[config.mk]
export PLATFORM = sky130hd
export DESIGN_NAME = burst_read_seq
export DESIGN_NICKNAME = d
export VERILOG_FILES = /design/src/rtl/bseq_pkg.sv /design/src/rtl/bseq_datapath.sv /design/src/rtl/bseq_ctrl.sv /design/src/rtl/burst_read_seq.sv
export SDC_FILE = /design/constraint.sdc
export NUM_CORES = 1
export LEC_CHECK = 0
export BUFFER_PORTS_ARGS = -buffer_cell sky130_fd_sc_hd__buf_4
export CAP_MARGIN = 0
export CORE_ASPECT_RATIO = 1.4
export CORE_UTILIZATION = 45
export DETAILED_ROUTE_END_ITERATION = 10
export HOLD_SLACK_MARGIN = 0.02
export PLACE_DENSITY = 0.84
export SYNTH_ARGS = -nofsm -noshare
export SYNTH_HDL_FRONTEND = slang
export SYNTH_SLANG_ARGS = --single-unit
[constraint.sdc]
create_clock -name clk -period 4.2 [get_ports clk]
set_input_delay 0 -clock clk [delete_from_list [all_inputs] [get_ports clk]]
set_output_delay 0 -clock clk [all_outputs]
set_load 0.02 [all_outputs]
[src/rtl/bseq_pkg.sv]
package bseq_pkg;
  typedef enum logic [2:0] {
    ST_IDLE,
    ST_SETUP,
    ST_FIRST,
    ST_PAGE,
    ST_GAP
  } seqState_e;

  // strobes from control to datapath
  typedef struct packed {
    logic load;
    logic step;
    logic capture;
  } dpStrobe_t;
endpackage

[src/rtl/bseq_datapath.sv]
module bseq_datapath
  import bseq_pkg::*;
#(
  parameter int AW = 24,
  parameter int DW = 32,
  parameter int MAX_BEATS_LOG = 3
) (
  input  logic          clk,
  input  logic          rstN,
  input  dpStrobe_t     strb,
  input  logic [AW-1:0] reqAddr,
  input  logic [1:0]    reqSize,
  input  logic [1:0]    cfgBusWidth,
  input  logic [1:0]    cfgBurstLen,
  input  logic [DW-1:0] busData,
  output logic [AW-1:0] busAddr,
  output logic [DW-1:0] beatData,
  output logic          beatValid,
  output logic          lastBeat,
  output logic          groupEnd
);
  localparam int CNT_W = MAX_BEATS_LOG + 1;

  logic [AW-1:0]    addrQ;
  logic [CNT_W-1:0] remQ;
  logic [1:0]       bwQ, lenQ;
  logic [DW-1:0]    dataQ;
  logic             validQ;

  logic [1:0]    bwIn, lenIn, beatsLogIn;
  logic [AW-1:0] wordIdx;
  logic [2:0]    lenMask;

  always_comb begin
    bwIn       = (cfgBusWidth == 2'd3) ? 2'd2 : cfgBusWidth;
    lenIn      = (bwIn == 2'd2 && cfgBurstLen == 2'd3) ? 2'd2 : cfgBurstLen;
    beatsLogIn = (reqSize > bwIn) ? (reqSize - bwIn) : 2'd0;
  end

  always_comb begin
    case (lenQ)
      2'd0:    lenMask = 3'b000;
      2'd1:    lenMask = 3'b001;
      2'd2:    lenMask = 3'b011;
      default: lenMask = 3'b111;
    endcase
    wordIdx  = addrQ >> bwQ;
    lastBeat = (remQ == CNT_W'(1));
    groupEnd = lastBeat || ((wordIdx[2:0] & lenMask) == lenMask);
  end

  always_ff @(posedge clk or negedge rstN) begin
    if (!rstN) begin
      addrQ <= '0;
      remQ  <= '0;
      bwQ   <= '0;
      lenQ  <= '0;
    end else if (strb.load) begin
      addrQ <= reqAddr;
      remQ  <= CNT_W'(1) << beatsLogIn;
      bwQ   <= bwIn;
      lenQ  <= lenIn;
    end else if (strb.step) begin
      addrQ <= addrQ + (AW'(1) << bwQ);
      remQ  <= remQ - CNT_W'(1);
    end
  end

  always_ff @(posedge clk or negedge rstN) begin
    if (!rstN) begin
      dataQ  <= '0;
      validQ <= 1'b0;
    end else begin
      validQ <= strb.capture;
      if (strb.capture) dataQ <= busData;
    end
  end

  assign busAddr   = addrQ;
  assign beatData  = dataQ;
  assign beatValid = validQ;
endmodule

[src/rtl/bseq_ctrl.sv]
module bseq_ctrl
  import bseq_pkg::*;
(
  input  logic       clk,
  input  logic       rstN,
  input  logic       reqValid,
  input  logic [3:0] cfgFirstWait,
  input  logic [3:0] cfgPageWait,
  input  logic       lastBeat,
  input  logic       groupEnd,
  output dpStrobe_t  strb,
  output logic       csN,
  output logic       rdN,
  output logic       flashStart,
  output logic       flashAdvance,
  output logic       done,
  output logic       busy
);
  seqState_e stateQ, stateD;
  logic [3:0] waitQ, waitD, firstWaitQ, pageWaitQ;
  logic       advQ, advD, doneQ;

  always_comb begin
    strb   = '0;
    stateD = stateQ;
    waitD  = waitQ;
    advD   = 1'b0;
    unique case (stateQ)
      ST_IDLE: begin
        if (reqValid) begin
          strb.load = 1'b1;
          stateD    = ST_SETUP;
        end
      end
      ST_SETUP: begin
        stateD = ST_FIRST;
        waitD  = firstWaitQ;
      end
      ST_FIRST, ST_PAGE: begin
        if (waitQ == 4'd0) begin
          strb.capture = 1'b1;
          if (lastBeat) begin
            stateD = ST_IDLE;
          end else begin
            strb.step = 1'b1;
            if (groupEnd) begin
              stateD = ST_GAP;
            end else begin
              stateD = ST_PAGE;
              waitD  = pageWaitQ;
              advD   = 1'b1;
            end
          end
        end else begin
          waitD = waitQ - 4'd1;
        end
      end
      ST_GAP:  stateD = ST_SETUP;
      default: stateD = ST_IDLE;
    endcase
  end

  always_ff @(posedge clk or negedge rstN) begin
    if (!rstN) begin
      stateQ     <= ST_IDLE;
      waitQ      <= '0;
      advQ       <= 1'b0;
      doneQ      <= 1'b0;
      firstWaitQ <= '0;
      pageWaitQ  <= '0;
    end else begin
      stateQ <= stateD;
      waitQ  <= waitD;
      advQ   <= advD;
      doneQ  <= strb.capture && lastBeat;
      if (strb.load) begin
        firstWaitQ <= cfgFirstWait;
        pageWaitQ  <= cfgPageWait;
      end
    end
  end

  assign csN          = !(stateQ == ST_SETUP || stateQ == ST_FIRST || stateQ == ST_PAGE);
  assign rdN          = !(stateQ == ST_FIRST || stateQ == ST_PAGE);
  assign flashStart   = (stateQ == ST_SETUP);
  assign flashAdvance = advQ;
  assign done         = doneQ;
  assign busy         = (stateQ != ST_IDLE);
endmodule

[src/rtl/burst_read_seq.sv]
module burst_read_seq
  import bseq_pkg::*;
#(
  parameter int AW = 24,
  parameter int DW = 32
) (
  input  logic          clk,
  input  logic          rstN,
  input  logic          reqValid,
  input  logic [AW-1:0] reqAddr,
  input  logic [1:0]    reqSize,
  input  logic [1:0]    cfgBusWidth,
  input  logic [1:0]    cfgBurstLen,
  input  logic [3:0]    cfgFirstWait,
  input  logic [3:0]    cfgPageWait,
  input  logic [DW-1:0] busData,
  output logic [AW-1:0] busAddr,
  output logic          csN,
  output logic          rdN,
  output logic          flashStart,
  output logic          flashAdvance,
  output logic          beatValid,
  output logic [DW-1:0] beatData,
  output logic          done,
  output logic          busy
);
  dpStrobe_t strb;
  logic      lastBeat, groupEnd;

  bseq_ctrl i_ctrl (
    .clk          (clk),
    .rstN         (rstN),
    .reqValid     (reqValid),
    .cfgFirstWait (cfgFirstWait),
    .cfgPageWait  (cfgPageWait),
    .lastBeat     (lastBeat),
    .groupEnd     (groupEnd),
    .strb         (strb),
    .csN          (csN),
    .rdN          (rdN),
    .flashStart   (flashStart),
    .flashAdvance (flashAdvance),
    .done         (done),
    .busy         (busy)
  );

  bseq_datapath #(.AW(AW), .DW(DW)) i_dp (
    .clk         (clk),
    .rstN        (rstN),
    .strb        (strb),
    .reqAddr     (reqAddr),
    .reqSize     (reqSize),
    .cfgBusWidth (cfgBusWidth),
    .cfgBurstLen (cfgBurstLen),
    .busData     (busData),
    .busAddr     (busAddr),
    .beatData    (beatData),
    .beatValid   (beatValid),
    .lastBeat    (lastBeat),
    .groupEnd    (groupEnd)
  );
endmodule

==> Word-level counts from Yosys, hierarchy flattened <==
Index checks and enable logic that the tools add are counted.
Widths: inputs -> output; s select.
{ "word_totals": {"output_inout_bits": 63, "register_bits": 82, "word_cells": 79} }
{ "classes": {"eq_ne": 15, "mux": 26, "magnitude_cmp": 1, "bitwise_logic": 1, "shift": 3, "addsub": 4, "n_reduce_logical": 17} }
{ "ops": {"columns": ["cell", "n"], "rows": [
  ["$mux 24", 2],
  ["$add 24x24->24", 1],
  ["$shl 1x2->24 const A", 1],
  ["$shr 24x2->3", 1],
  ["$mux 4", 5],
  ["$mux 3", 4],
  ["$pmux 3 s4", 1],
  ["$mux 2", 5],
  ["$pmux 3 s3", 1],
  ["$eq 2x2->1 const B", 4],
  ["$pmux 4 s2", 1],
  ["$sub 4x1->4 const B", 2],
  ["$mux 1", 7],
  ["$eq 3x2->1 const B", 2],
  ["$ne 3x3->1 const B", 2],
  ["$eq 4x1->1 const B", 1],
  ["$logic_not 4->1", 1],
  ["$logic_or 1x1->1", 4],
  ["$reduce_bool 2->1", 2],
  ["$shl 1x2->4 const A", 1],
  ["$and 3x3->3", 1],
  ["$eq 3x1->1 const B", 1],
  ["$eq 3x3->1", 1],
  ["$eq 3x3->1 const B", 1],
  ["13 further kinds", 15]
]} }

==> Longest topological paths before layout <==
Gate-level depths: netlist (run 1).
{ "logic_depth": {"word_depth": 9, "depth_mapped": 9, "ltp_nobuf": 8} }

==> Hierarchy <==
A second synthesis (run 1) with hierarchy kept.
{ "unflattened": {"hier_cells": 364, "area_unflattened_um2": 4072.7} }
{ "modules_own_cells": {"columns": ["mod", "cells_each", "instances", "seq_area_each_um2", "area_each_um2"], "rows": [
  ["bseq_datapath", 289, 1, 1626.6, 3223.1],
  ["bseq_ctrl", 75, 1, 425.4, 849.6]
]} }

==> Least setup slack after synthesis (run 1) <==
Ideal clock, no wire load.
{ "synth_timing": {"kind": "register -> register", "startpoint": "register i_dp.bwQ[0]", "endpoint": "register i_dp.addrQ[16] (netlist: i_dp.busAddr[16])", "setup_slack_ps": 1966, "synth_period_minus_slack_ps": 2234, "path_buffers": 1, "path_stages_with_launch": 10, "arrival_ps": 2102, "cell_sequence": "dfrtp_1 > buf_2 > nor2_1 > ha_1 > fa_1 > a21o_1 > a21oi_2 > nor3_1 > xnor2_1 > o21ai_1"} }
{ "synth_via": {"elab_chain_cells": 4} }
{ "synth_lines": {"columns": ["item", "line_no", "source"], "rows": [
  ["from (decl)", "bseq_datapath.sv:26", "logic [1:0] bwQ, lenQ;"],
  ["from (signal assigned)", "bseq_datapath.sv:61", "bwQ <= bwIn;"],
  ["$shl 1x2->24", "bseq_datapath.sv:64", "addrQ <= addrQ + (AW'(1) << bwQ);"],
  ["$add 24x24->24", "bseq_datapath.sv:64", null],
  ["$mux 24", "bseq_datapath.sv:63", "end else if (strb.step) begin"],
  ["$mux 24", "bseq_datapath.sv:58", "end else if (strb.load) begin"],
  ["to (signal assigned)", "bseq_datapath.sv:59", "addrQ <= reqAddr;"],
  ["to (signal assigned)", "bseq_datapath.sv:64", null],
  ["to (decl)", "bseq_datapath.sv:24", "logic [AW-1:0] addrQ;"]
]} }
No other way between the ends. The select of a mux whose other input is x is not followed.
A chain may end at the register's enable or synchronous reset.

==> Worst setup path after layout (run 1) <==
{ "layout_timing": {"startpoint": "register i_ctrl.waitQ[0]", "endpoint": "register i_dp.dataQ[3] (netlist: i_dp.beatData[3])"} }
{ "layout_via": {"elab_chain_cells": 3} }
{ "layout_lines": {"columns": ["item", "line_no", "source"], "rows": [
  ["from (decl)", "bseq_ctrl.sv:20", "logic [3:0] waitQ, waitD, firstWaitQ, pageWaitQ;"],
  ["from (signal assigned)", "bseq_ctrl.sv:73", "waitQ <= waitD;"],
  ["$logic_not 4->1", "bseq_ctrl.sv:40", "if (waitQ == 4'd0) begin"],
  ["$mux 2", "bseq_ctrl.sv:40", null],
  ["$mux 2", "bseq_ctrl.sv:28", "unique case (stateQ)"],
  ["to (signal assigned)", "bseq_datapath.sv:75", "if (strb.capture) dataQ <= busData;"],
  ["to (decl)", "bseq_datapath.sv:27", "logic [DW-1:0] dataQ;"]
]} }
No other way between the ends.

==> summary.md, run 1 <==
| Metric | Value |
|---|---|
| WP data required | `4470 ps` |
| # resized after CTS | `0` |
| Fmax | `367 MHz` |
| Hold WC Path Type | `input port to flip-flop` |
| Leakage | `3.01 nW` |
| Worst skew pair latency | `340 ps` |
| Io pins | `136` |
| Max-slew violation count | `0` |
| Power Density | `757 nW/um^2` |
| Number of max-cap violations | `0` |
| Register area | `2050 sq um` |
| Multi-input gate area | `1960 sq um` |
| Peak supply drop | `448 uV` |
| Max-Slew Margin vs Limit | `0.268` |
| Total Routed Length | `11,900 um` |
| RSZ-0062 raised after global routing | `false` |
| Pre-Repair DR Iteration Count | `5` |
| Via/cell ratio | `5.28` |
| Die ar. | `9640 sq um` |
| Min cycle time layout | `2730 ps` |
| # hold bufs at CTS | `70` |
| First-pass GRT wire length | `19,100 um` |
| Critical Path Sink | `i_dp.beatData[3]` |
| Mapped Avg Cell Area | `9.02 sq um` |
| Iteration-0 DRC count of the detailed router | `270` |
| Die Y | `116 um` |
| Crit-path max FO | `37` |
| Final net count | `743` |
| Critical path's most frequent cell | `nand2_1` |
| Top_reg_cell synth | `dfrtp_1` |
| Placer Congestion | `0.838` |
| Arrival time worst endpoint | `3000 ps` |
| Diode count | `0` |
| Initial Util | `0.463` |
| CTS buffer count | `9` |
| Vias in the first global route | `4,084` |
| Yosys reg bits | `82` |
| CTS Root Cell | `clkbuf_16` |
| Sum Neg Setup Slack | `0 ps` |
| Delay of the slowest cell on the worst path | `780 ps` |
| IO buf count | `135` |
| Clock tree sinks | `82` |
| Fillers | `624` |
| Stages on the worst setup path | `8` |
| Worst setup path start | `i_ctrl.waitQ[0]` |
| Mapped Cells | `461` |
| Status | `finished, final reports clean` |
| Syn. warnings | `0` |
| Sequential fraction of the synthesis area | `0.493` |
| Total power | `4.69 mW` |
| Row count | `41` |
| Most frequent cells in the layout | `162 x nand2_1, 138 x buf_4, 82 x dfrtp_1, 70 x dlygate4sd3_1, 22 x nor2_1` |
| Crit. End Element | `flip-flop` |
| Fin crit share | `0.649` |
| Layout area overhead | `49.0%` |
| Crit-path cells | `inv_1, ha_1, nor3b_4, nand2_1, buf_4, inv_1, nand2_1, nand2_1` |
| Critical path class | `flip-flop to flip-flop` |
| Clk slew on worst S/H paths | `60 ps` |
| Postcts setup bufs | `0` |
| FFs w/ async S/R, synth | `1.00` |
| Share of cells above drive strength 1 | `0.252` |
| Global Route Usage Sum | `0.252` |
| Post-Syn Area | `4160 sq um` |
| Avg WL per Cell | `15.4 um` |
| Pin count of the biggest net entering global routing | `83` |
| Synth unique cells | `54` |
| Commonest non-fill, non-tap cell in the layout | `nand2_1` |
| Initial antenna violation count | `0` |
| Worst slew pin tran | `1100 ps` |
| Mapped Nets | `545` |
| Worst Skew | `6.19 ps` |
| Final Hold Violating Endpoints | `0` |
| DIE WIDTH | `83.3 um` |
| DRC errors left | `0` |
| CTS tree | `built` |
| R2R cell count | `8` |
| Reg-to-Reg End | `i_dp.beatData[3]` |
| Max Root-Sink Buffers | `2` |
| R2r startpoint | `i_ctrl.waitQ[0]` |
| HPWL after detailed placement | `7350 um` |
| Reg-to-reg setup timing slack | `1470 ps` |
| Placed cell areas | `5230 sq um` |
| Worst path bufs/invs | `3` |
| Core Region | `8980 sq um` |
| Final setup viols | `0` |
| Final ANT Viol Nets | `0` |
| Via Count | `4,068` |
| Post-route cell area | `6200 sq um` |
| Grt total ovfl | `0` |
| Cell family with most CP delay | `buffers and inverters` |
| Number of synthesized flops with an enable pin | `0` |
| H-tree depth | `3` |
| CP max-delay cell | `inv_1` |
| Worst Setup Start Kind | `flip-flop` |
## cell type report
class | instances | share of cell area
Clock buffer | 12 | 0.0381
Clock inverter | 4 | 0.00464
Inverter | 13 | 0.00787
Multi-Input combinational cell | 345 | 0.317
Sequential cell | 82 | 0.331
Tap cell | 107 | 0.0216
Timing Repair Buffer | 208 | 0.280
## synth_stat cells, types with 3 or more instances
| library cell | count | area [sq um] |
|---|---|---|
| inv_1 | 12 | 45.0 |
| buf_2 | 5 | 25.0 |
| a211oi_1 | 4 | 30.0 |
| a31oi_1 | 4 | 25.0 |
| and3_1 | 3 | 18.8 |
| nor2_1 | 22 | 82.6 |
| and4_1 | 4 | 35.0 |
| mux2i_1 | 6 | 60.1 |
| nor3_1 | 10 | 50.1 |
| a21o_1 | 3 | 22.5 |
| nand3_1 | 7 | 35.0 |
| o21ai_0 | 13 | 65.1 |
| ha_1 | 9 | 113 |
| dfrtp_1 | 82 | 2050 |
| nor4_1 | 4 | 25.0 |
| o21ai_1 | 13 | 65.1 |
| nor4b_1 | 6 | 52.6 |
| and2_1 | 3 | 18.8 |
| xnor2_1 | 20 | 175 |
| a21oi_1 | 13 | 65.1 |
| nand2_1 | 162 | 608 |
| nor2b_1 | 3 | 18.8 |
| clkbuf_1 | 14 | 52.6 |
| a32oi_1 | 3 | 26.3 |
## stage by stage
step	util	setup WS [ps]	hold WS, ps	std cells
after CTS	0.691	1580	81.0	771
after floorplan	-	1970	-296	461
final	0.691	1470	93.7	771
after global placement	0.583	1710	189	685
after detailed placement	0.583	1600	192	685
after global routing	0.691	1220	111	771
## state kept, by name (all words and copies together) (netlist names)
name                 count
i_dp.busAddr            24
i_ctrl.waitQ             4
i_dp.bwQ                 2
i_dp.beatValid           1
i_dp.lenQ                2
i_dp.remQ                4
i_ctrl.done              1
i_dp.beatData           32
i_ctrl.firstWaitQ        4
i_ctrl.flashAdvance      1
i_ctrl.stateQ            3
i_ctrl.pageWaitQ         4
## routing by layer
metal | up-vias | part of all wire | GRT usage
li1 | 1944 | - | -
met5 | - | 0 | 0
met2 | 134 | 0.54 | 0.460
met4 | 0 | 0.043 | 0.153
met1 | 1951 | 0.38 | 0.277
met3 | 39 | 0.038 | 0.0377
## power by group
group | switching [mW] | leakage [nW] | internal [mW] | total (mW)
clock network | 0.317 | 0.123 | 0.401 | 0.718
registers | 0.376 | 1.01 | 1.18 | 1.56
logic | 1.39 | 1.88 | 1.03 | 2.42
## worst register-to-register path, stage by stage (launching register included)
cell     delay [ps]
dfrtp_1         430
inv_1           100
ha_1            230
nor3b_4         420
nand2_1         100
buf_4           290
inv_1           790
nand2_1         180
nand2_1         140
## how the worst min path moves through the flow
stage | start | to | slack (ps) | cells after the start
floorplan | rstN | i_ctrl.done | -300 | 0
global placement | busData[2] | i_dp.beatData[2] | 190 | 3
detailed placement | busData[10] | i_dp.beatData[10] | 190 | 3
CTS | cfgBusWidth[0] | i_dp.bwQ[0] | 80 | 4
global route | cfgBusWidth[0] | i_dp.bwQ[0] | 110 | 4
finish | cfgBusWidth[0] | i_dp.bwQ[0] | 90 | 4
## cell families (layout without fill, tap and decap cells)
kind of cell             Yosys count  after routing  share of synthesized area
AND/OR/NAND/NOR                  240            240                      0.273
flip-flops                        82             82                      0.493
buffers and inverters             34            237                     0.0349
AO/OA/AOI/OAI                     64             64                     0.0950
adder cells (fa/ha/maj)           12             12                     0.0391
XOR/XNOR                          21             21                     0.0442
multiplexers                       8              8                     0.0208
No activity file was read; power rests on OpenSTA's default activity.
==> run 2, diff against run 1 <==
--- a/config.mk
+++ b/config.mk
@@ -5,13 +5,14 @@
 export SDC_FILE = /design/constraint.sdc
 export NUM_CORES = 1
 export LEC_CHECK = 0
+export ABC_AREA = 1
 export BUFFER_PORTS_ARGS = -buffer_cell sky130_fd_sc_hd__buf_4
 export CAP_MARGIN = 0
 export CORE_ASPECT_RATIO = 1.4
 export CORE_UTILIZATION = 45
 export DETAILED_ROUTE_END_ITERATION = 10
 export HOLD_SLACK_MARGIN = 0.02
-export PLACE_DENSITY = 0.84
+export PLACE_DENSITY = 0.86
 export SYNTH_ARGS = -nofsm -noshare
 export SYNTH_HDL_FRONTEND = slang
 export SYNTH_SLANG_ARGS = --single-unit
==> constraint.sdc (replaced) <==
create_clock -name clk -period 2.2 [get_ports clk]
set_input_delay 0 -clock clk [delete_from_list [all_inputs] [get_ports clk]]
set_output_delay 0 -clock clk [all_outputs]
set_load 0.02 [all_outputs]
==> run 2 against run 1 <==
  * Via count increased by 20%
  * Critical path depth up 2
  * Hold slack got worse by 77 ps
  * Area after synthesis is 8.9% higher
  * Maximum frequency grew 38%
  * Wire length up 12%
  * Count of clock-buffer cells in the layout down 3
  * Largest cell class is now multi-input combinational cells
==> summary.md, run 2 <==
| Metric | Value |
|---|---|
| Status | `finished, final reports clean` |
| Pint | `5.10 mW` |
| Global Route Usage Sum | `0.269` |
| Total power | `9.56 mW` |
| Crit. End Element | `flip-flop` |
| Syn. warnings | `0` |
| Sum Neg Setup Slack | `0 ps` |
| R2r startpoint | `i_dp.bwQ[1]` |
| Worst Setup Start Kind | `flip-flop` |
| Crit-path max FO | `8` |
| Diode count | `0` |
| DIE WIDTH | `86.8 um` |
| Pin count of the biggest net entering global routing | `44` |
| CP max-delay cell | `dfrtp_2` |
| Pre-Repair DR Iteration Count | `5` |
| Die ar. | `10,500 sq um` |
| Max Root-Sink Buffers | `2` |
| Final ANT Viol Nets | `0` |
| CTS Root Cell | `clkbuf_16` |
| Post-Syn Area | `4530 sq um` |
| Most frequent cells in the layout | `258 x nand2_1, 142 x buf_4, 80 x dfrtp_1, 65 x dlygate4sd3_1, 63 x nor2_1` |
| Crit-path cells | `inv_1, nor2_1, ha_1, a21oi_1, nand2_1, nand2_1, nand2_1, nand2_1, o21ai_0, a31oi_1` |
| Min cycle time layout | `1980 ps` |
| Max-Slew Margin vs Limit | `0.617` |
| Worst skew pair latency | `350 ps` |
| Final net count | `914` |
| Io pins | `136` |
| Worst path bufs/invs | `1` |
| Fillers | `773` |
| HP Start | `reqAddr[21]` |
| Vias in the first global route | `4,774` |
| Switching share of power | `0.467` |
| Placer Congestion | `0.918` |
| Postcts setup bufs | `0` |
| Cell accounting for the most synthesized area | `dfrtp_1` |
| CTS buffer count | `9` |
| Mapped Nets | `715` |
| Total Routed Length | `13,300 um` |
| Clk slew on worst S/H paths | `60 ps` |
| Yosys reg bits | `82` |
| Clock network power share | `0.161` |
| Peak supply drop | `674 uV` |
| Sequential fraction of the synthesis area | `0.453` |
| Most frequent cell after synthesis | `nand2_1` |
| Worst slew pin tran | `574 ps` |
| Power Density | `1430 nW/um^2` |
| Post-route cell area | `6680 sq um` |
| RSZ-0062 raised after global routing | `false` |
| Critical path class | `flip-flop to flip-flop` |
| Core Region | `9850 sq um` |
| Psw | `4.46 mW` |
| Register area | `2050 sq um` |
| CTS tree | `built` |
| Mapped Cells | `631` |
| Top cell type's share of synthesized area | `0.453` |
| H-tree depth | `3` |
| Leakage | `3.52 nW` |
| IO buf count | `135` |
| Placed cell areas | `5700 sq um` |
| Fin crit share | `0.900` |
| Initial antenna violation count | `0` |
| Sequential share of power | `0.302` |
| Layout area overhead | `47.4%` |
| Fmax | `505 MHz` |
| WP data required | `2470 ps` |
| Multi-input gate area | `2170 sq um` |
| Initial Util | `0.460` |
| Final Hold Violating Endpoints | `0` |
| Worst Skew | `6.85 ps` |
| Critical path's most frequent cell | `nand2_1` |
| Number of max-cap violations | `0` |
| Final setup viols | `0` |
| Delay of the slowest cell on the worst path | `450 ps` |
| HPWL after detailed placement | `8620 um` |
| Number of flip-flops under the largest register name | `32` |
| FFs w/ async S/R, synth | `1.00` |
| Combinational power share | `0.536` |
| Grt total ovfl | `0` |
| Top_reg_cell synth | `dfrtp_1` |
| Row count | `43` |
| Max-slew violation count | `0` |
| Final Instance Count excl. Fillers | `970` |
| Clock tree sinks | `82` |
| Hold WC Path Type | `input port to flip-flop` |
| Arrival time worst endpoint | `2250 ps` |
| Mapped Avg Cell Area | `7.18 sq um` |
| Number of synthesized flops with an enable pin | `0` |
| Iteration-0 DRC count of the detailed router | `371` |
| Top cells by count, synth | `260 x nand2_1, 82 x dfrtp_1, 66 x nor2_1, 55 x inv_1, 40 x nand3_1` |
| Placed insts | `889` |
| Synth area leaders | `dfrtp_1 45%, nand2_1 22%, nor2_1 5.5%` |
| Worst setup path start | `i_dp.bwQ[1]` |
| Via Count | `4,887` |
| Share of cells above drive strength 1 | `0.222` |
| Commonest non-fill, non-tap cell in the layout | `nand2_1` |
| Synth unique cells | `34` |
| Avg WL per Cell | `13.7 um` |
| Cell family with most CP delay | `simple AND/OR/NAND/NOR gates` |
| Via/cell ratio | `5.04` |
| DRC errors left | `0` |
| Die Y | `121 um` |
| First-pass GRT wire length | `21,800 um` |
-- run 2: cell types whose count changed in the layout (fill, tap and decap cells not counted), moves of 5 or more --
cell	previous run	this run
dlygate4sd3_1	70	65
inv_1	12	55
mux2i_1	6	0
nand2_1	162	258
nand3_1	7	40
nand3b_1	2	7
nor2_1	22	63
nor4b_1	6	0
o21ai_1	13	5
o22ai_1	0	5
xnor2_1	20	1
-- run 2: power groups by stage --
| stage | clock [mW] | combinational, mW | sequential, mW |
|---|---|---|---|
| after CTS | 1.56 | 5.04 | 2.86 |
| after floorplan | 0 | 2.73 | 3.32 |
| after global routing | 1.62 | 5.71 | 2.98 |
| after detailed placement | 0 | 4.92 | 2.87 |
| final | 1.54 | 5.13 | 2.89 |
| after global placement | 0 | 4.82 | 2.85 |
-- run 2: kinds of logic (layout without fill, tap and decap cells) --
| kind of cell | after synthesis | in the layout | synth area share |
|---|---|---|---|
| adder cells (fa/ha/maj) | 11 | 11 | 0.0337 |
| flip-flops | 82 | 82 | 0.453 |
| buffers and inverters | 81 | 285 | 0.0718 |
| XOR/XNOR | 4 | 4 | 0.00774 |
| AO/OA/AOI/OAI | 56 | 56 | 0.0702 |
| AND/OR/NAND/NOR | 397 | 397 | 0.364 |
-- run 2: metal layers --
layer	GRT usage	vias up	part of all wire
li1	-	2384	-
met1	0.309	2269	0.39
met2	0.463	181	0.52
met3	0.0573	53	0.047
met4	0.139	0	0.044
met5	0	-	0
-- run 2: worst paths after layout --
kind	to	slack, ps	cells past startpoint
max	i_dp.busAddr[5]	220	10
min	i_dp.busAddr[21]	20	5
max reg2reg	i_dp.busAddr[5]	220	10
min reg2reg	i_dp.beatData[17]	470	2
max in group asynchronous	i_dp.busAddr[6]	1360	3
min in group asynchronous	i_dp.beatData[0]	180	2
-- run 2: final cells by class --
class | count | share of cell area
Multi-Input combinational cell | 468 | 0.325
Sequential cell | 82 | 0.308
Timing Repair Buffer | 209 | 0.263
Clock buffer | 9 | 0.0337
Inverter | 60 | 0.0337
Tap cell | 135 | 0.0253
Clock inverter | 7 | 0.0111
-- run 2: worst min-delay path: cells and delay by family --
family	cells	cell delay, ps
compound gates	1	60
buf+inv	1	80
simple gates	3	180
-- run 2: per-stage QoR --
| step | util | hold WS, ps | setup slack [ps] |
|---|---|---|---|
| global placement | 0.579 | 29.2 | 212 |
| global route | 0.678 | 50.5 | 0.135 |
| finish | 0.678 | 17.0 | 220 |
| floorplan | - | -296 | 348 |
| CTS | 0.676 | 23.4 | 96.9 |
| detailed placement | 0.579 | 27.8 | 118 |
-- run 2: what timing repair did --
item,in CTS,in global routing
hold buffers,65,0
gates resized for setup,0,9
hold endpoints to repair,106,0
endpoints found under the setup margin,0,14
==> run 3, diff against run 2 <==
--- a/config.mk
+++ b/config.mk
@@ -5,14 +5,13 @@
 export SDC_FILE = /design/constraint.sdc
 export NUM_CORES = 1
 export LEC_CHECK = 0
-export ABC_AREA = 1
 export BUFFER_PORTS_ARGS = -buffer_cell sky130_fd_sc_hd__buf_4
-export CAP_MARGIN = 0
 export CORE_ASPECT_RATIO = 1.4
 export CORE_UTILIZATION = 45
 export DETAILED_ROUTE_END_ITERATION = 10
 export HOLD_SLACK_MARGIN = 0.02
-export PLACE_DENSITY = 0.86
+export PLACE_DENSITY = 0.87
+export SKIP_CTS_REPAIR_TIMING = 1
 export SYNTH_ARGS = -nofsm -noshare
 export SYNTH_HDL_FRONTEND = slang
 export SYNTH_SLANG_ARGS = --single-unit
==> run 3 against run 2 <==
  * The run now ends with setup timing left
  * Global-route usage fell by 3.4 points
  * Sequential power increased by 4%
  * Design area decreased by 1.2%
  * Highest routed layer unchanged
  * Largest power group unchanged
  * Die area is 8.0% lower
  * Maximum frequency shrank 11%
  * First-iteration DRC count up 15%
  * Wire length increased by 2.3%
  * Critical path type unchanged
  * Utilization increased by 5.7 points
==> summary.md, run 3 (synthesis gave the netlist of run 1 again) <==
| Metric | Value |
|---|---|
| Status | `finished, violations left` |
| Violated checks | `setup timing` |
| Final ANT Viol Nets | `0` |
| H-tree depth | `3` |
| Hold WC Path Type | `input port to flip-flop` |
| Iteration-0 DRC count of the detailed router | `427` |
| Global Route Usage Sum | `0.234` |
| Number of max-cap violations | `0` |
| HP Start | `reqValid` |
| CTS Root Cell | `clkbuf_16` |
| Final setup viols | `1` |
| Fmax | `450 MHz` |
| R2r startpoint | `i_dp.bwQ[0]` |
| Pre-Repair DR Iteration Count | `5` |
| Crit. End Element | `flip-flop` |
| CP max-delay cell | `dfrtp_2` |
| Sum Neg Setup Slack | `-21.4 ps` |
| Delay of the slowest cell on the worst path | `440 ps` |
| Initial Util | `0.463` |
| Commonest non-fill, non-tap cell in the layout | `nand2_1` |
| Worst Setup Start Kind | `flip-flop` |
| Grt total ovfl | `0` |
| HPWL after detailed placement | `7990 um` |
| Max-slew violation count | `0` |
| Total power | `9.94 mW` |
| Clock tree sinks | `82` |
| CTS tree | `built` |
| Setup slack after layout | `-21.4 ps` |
| Pint | `5.59 mW` |
| Vias in the first global route | `3,871` |
| WP data required | `2420 ps` |
| Worst Skew | `9.06 ps` |
| Min cycle time layout | `2220 ps` |
| Io pins | `136` |
| Die ar. | `9640 sq um` |
| DIE WIDTH | `83.3 um` |
| Clock network power share | `0.159` |
| Power Density | `1510 nW/um^2` |
| Crit-path max FO | `10` |
| Final Hold Violating Endpoints | `0` |
| Core Region | `8980 sq um` |
| Worst setup path start | `i_dp.bwQ[0]` |
| Leakage | `3.22 nW` |
| Via Count | `4,366` |
| Most frequent cells in the layout | `162 x nand2_1, 159 x buf_4, 80 x dfrtp_1, 70 x dlygate4sd3_1, 21 x nor2_1` |
| Fillers | `541` |
| IO buf count | `135` |
| Max-Slew Margin vs Limit | `0.710` |
| CTS buffer count | `9` |
| Diode count | `0` |
| Worst slew pin tran | `435 ps` |
| Worst skew pair latency | `340 ps` |
| Die Y | `116 um` |
| Crit-path cells | `buf_4, nor2b_1, ha_1, a21o_1, a21oi_4, buf_12, nor2_1, xnor2_1, o21ai_0` |
| Arrival time worst endpoint | `2440 ps` |
| Row count | `41` |
| Fin crit share | `1.01` |
| Via/cell ratio | `5.48` |
| Critical path class | `flip-flop to flip-flop` |
| Sequential share of power | `0.302` |
| First-pass GRT wire length | `18,000 um` |
| Total Routed Length | `13,600 um` |
| Number of flip-flops under the largest register name | `32` |
| Hold Slack | `57.6 ps` |
| Layout area overhead | `58.6%` |
| Peak supply drop | `841 uV` |
| DRC errors left | `0` |
| Placer Congestion | `0.851` |
| Initial antenna violation count | `0` |
| Final net count | `770` |
| Avg WL per Cell | `17.1 um` |
| Combinational power share | `0.539` |
| Switching share of power | `0.437` |
| Share of cells above drive strength 1 | `0.300` |
| Clk slew on worst S/H paths | `60 ps` |
| Max Root-Sink Buffers | `2` |
| Pin count of the biggest net entering global routing | `79` |
| Psw | `4.34 mW` |
[run 3: cell count changes in the layout (fill, tap and decap cells not counted), sizes merged, moves of 5 or more]
cell / delta
nor4: +6
nand3: -34
inv: -50
nand2: -101
dlygate4sd3: +5
nor2: -46
nor4b: +7
buf: +20
mux2i: +6
xnor2: +19
o22ai: -5
nand3b: -5
[run 3: area by class of cell]
type                    instances  area [sq um]  share of cell area
clock buffers                  10           229              0.0347
multi-input cells             346          2070               0.313
well taps                     107           134              0.0203
flip-flops and latches         82          2050               0.311
inverters                      13          48.8             0.00739
repair buffers                234          1990               0.301
clock inverters                 5          80.1              0.0121
[run 3: path summary, 6_finish.rpt]
check | slack (ps) | cells after the start | to
max in group asynchronous | 1450 | 3 | i_dp.beatData[25]
min in group asynchronous | 220 | 3 | i_ctrl.pageWaitQ[3]
hold reg to reg | 480 | 2 | i_dp.beatData[22]
setup / recovery | -20 | 9 | i_dp.busAddr[4]
hold / removal | 60 | 4 | i_ctrl.stateQ[0]
setup reg to reg | -20 | 9 | i_dp.busAddr[4]
[run 3: power by group through the flow]
| stage | clock (mW) | sequential, mW | combinational, mW |
|---|---|---|---|
| floorplan | 0 | 3.42 | 2.41 |
| global placement | 0 | 2.91 | 4.65 |
| detailed placement | 0 | 2.96 | 4.84 |
| CTS | 1.60 | 2.95 | 4.88 |
| global route | 1.66 | 3.07 | 5.75 |
| finish | 1.58 | 3.00 | 5.36 |
[run 3: through the flow]
step / area (sq um) / worst slack (ps) / utilization / cells
after CTS: 5720 / 1.33 / 0.637 / 715
after floorplan: 4170 / 88.5 / - / 461
after global placement: 5410 / 109 / 0.602 / 700
final: 6600 / -21.4 / 0.735 / 797
after global routing: 6600 / -79.4 / 0.735 / 797
after detailed placement: 5410 / 13.9 / 0.602 / 700
[run 3: per-layer routing]
layer,vias up,global-route usage,wire length [um],share of wire
met5,-,0,0,0
met4,0,0.153,729,0.054
met3,67,0.0271,560,0.041
met2,181,0.426,7440,0.55
met1,2123,0.261,4890,0.36
li1,1995,-,-,-
[run 3: critical path: cells and delay by family (launching register included)]
family	cells	cell delay, ps
compound gates	3	660
flops	1	440
buf+inv	2	320
fa+ha+maj	1	310
simple gates	2	230
xor+xnor	1	150
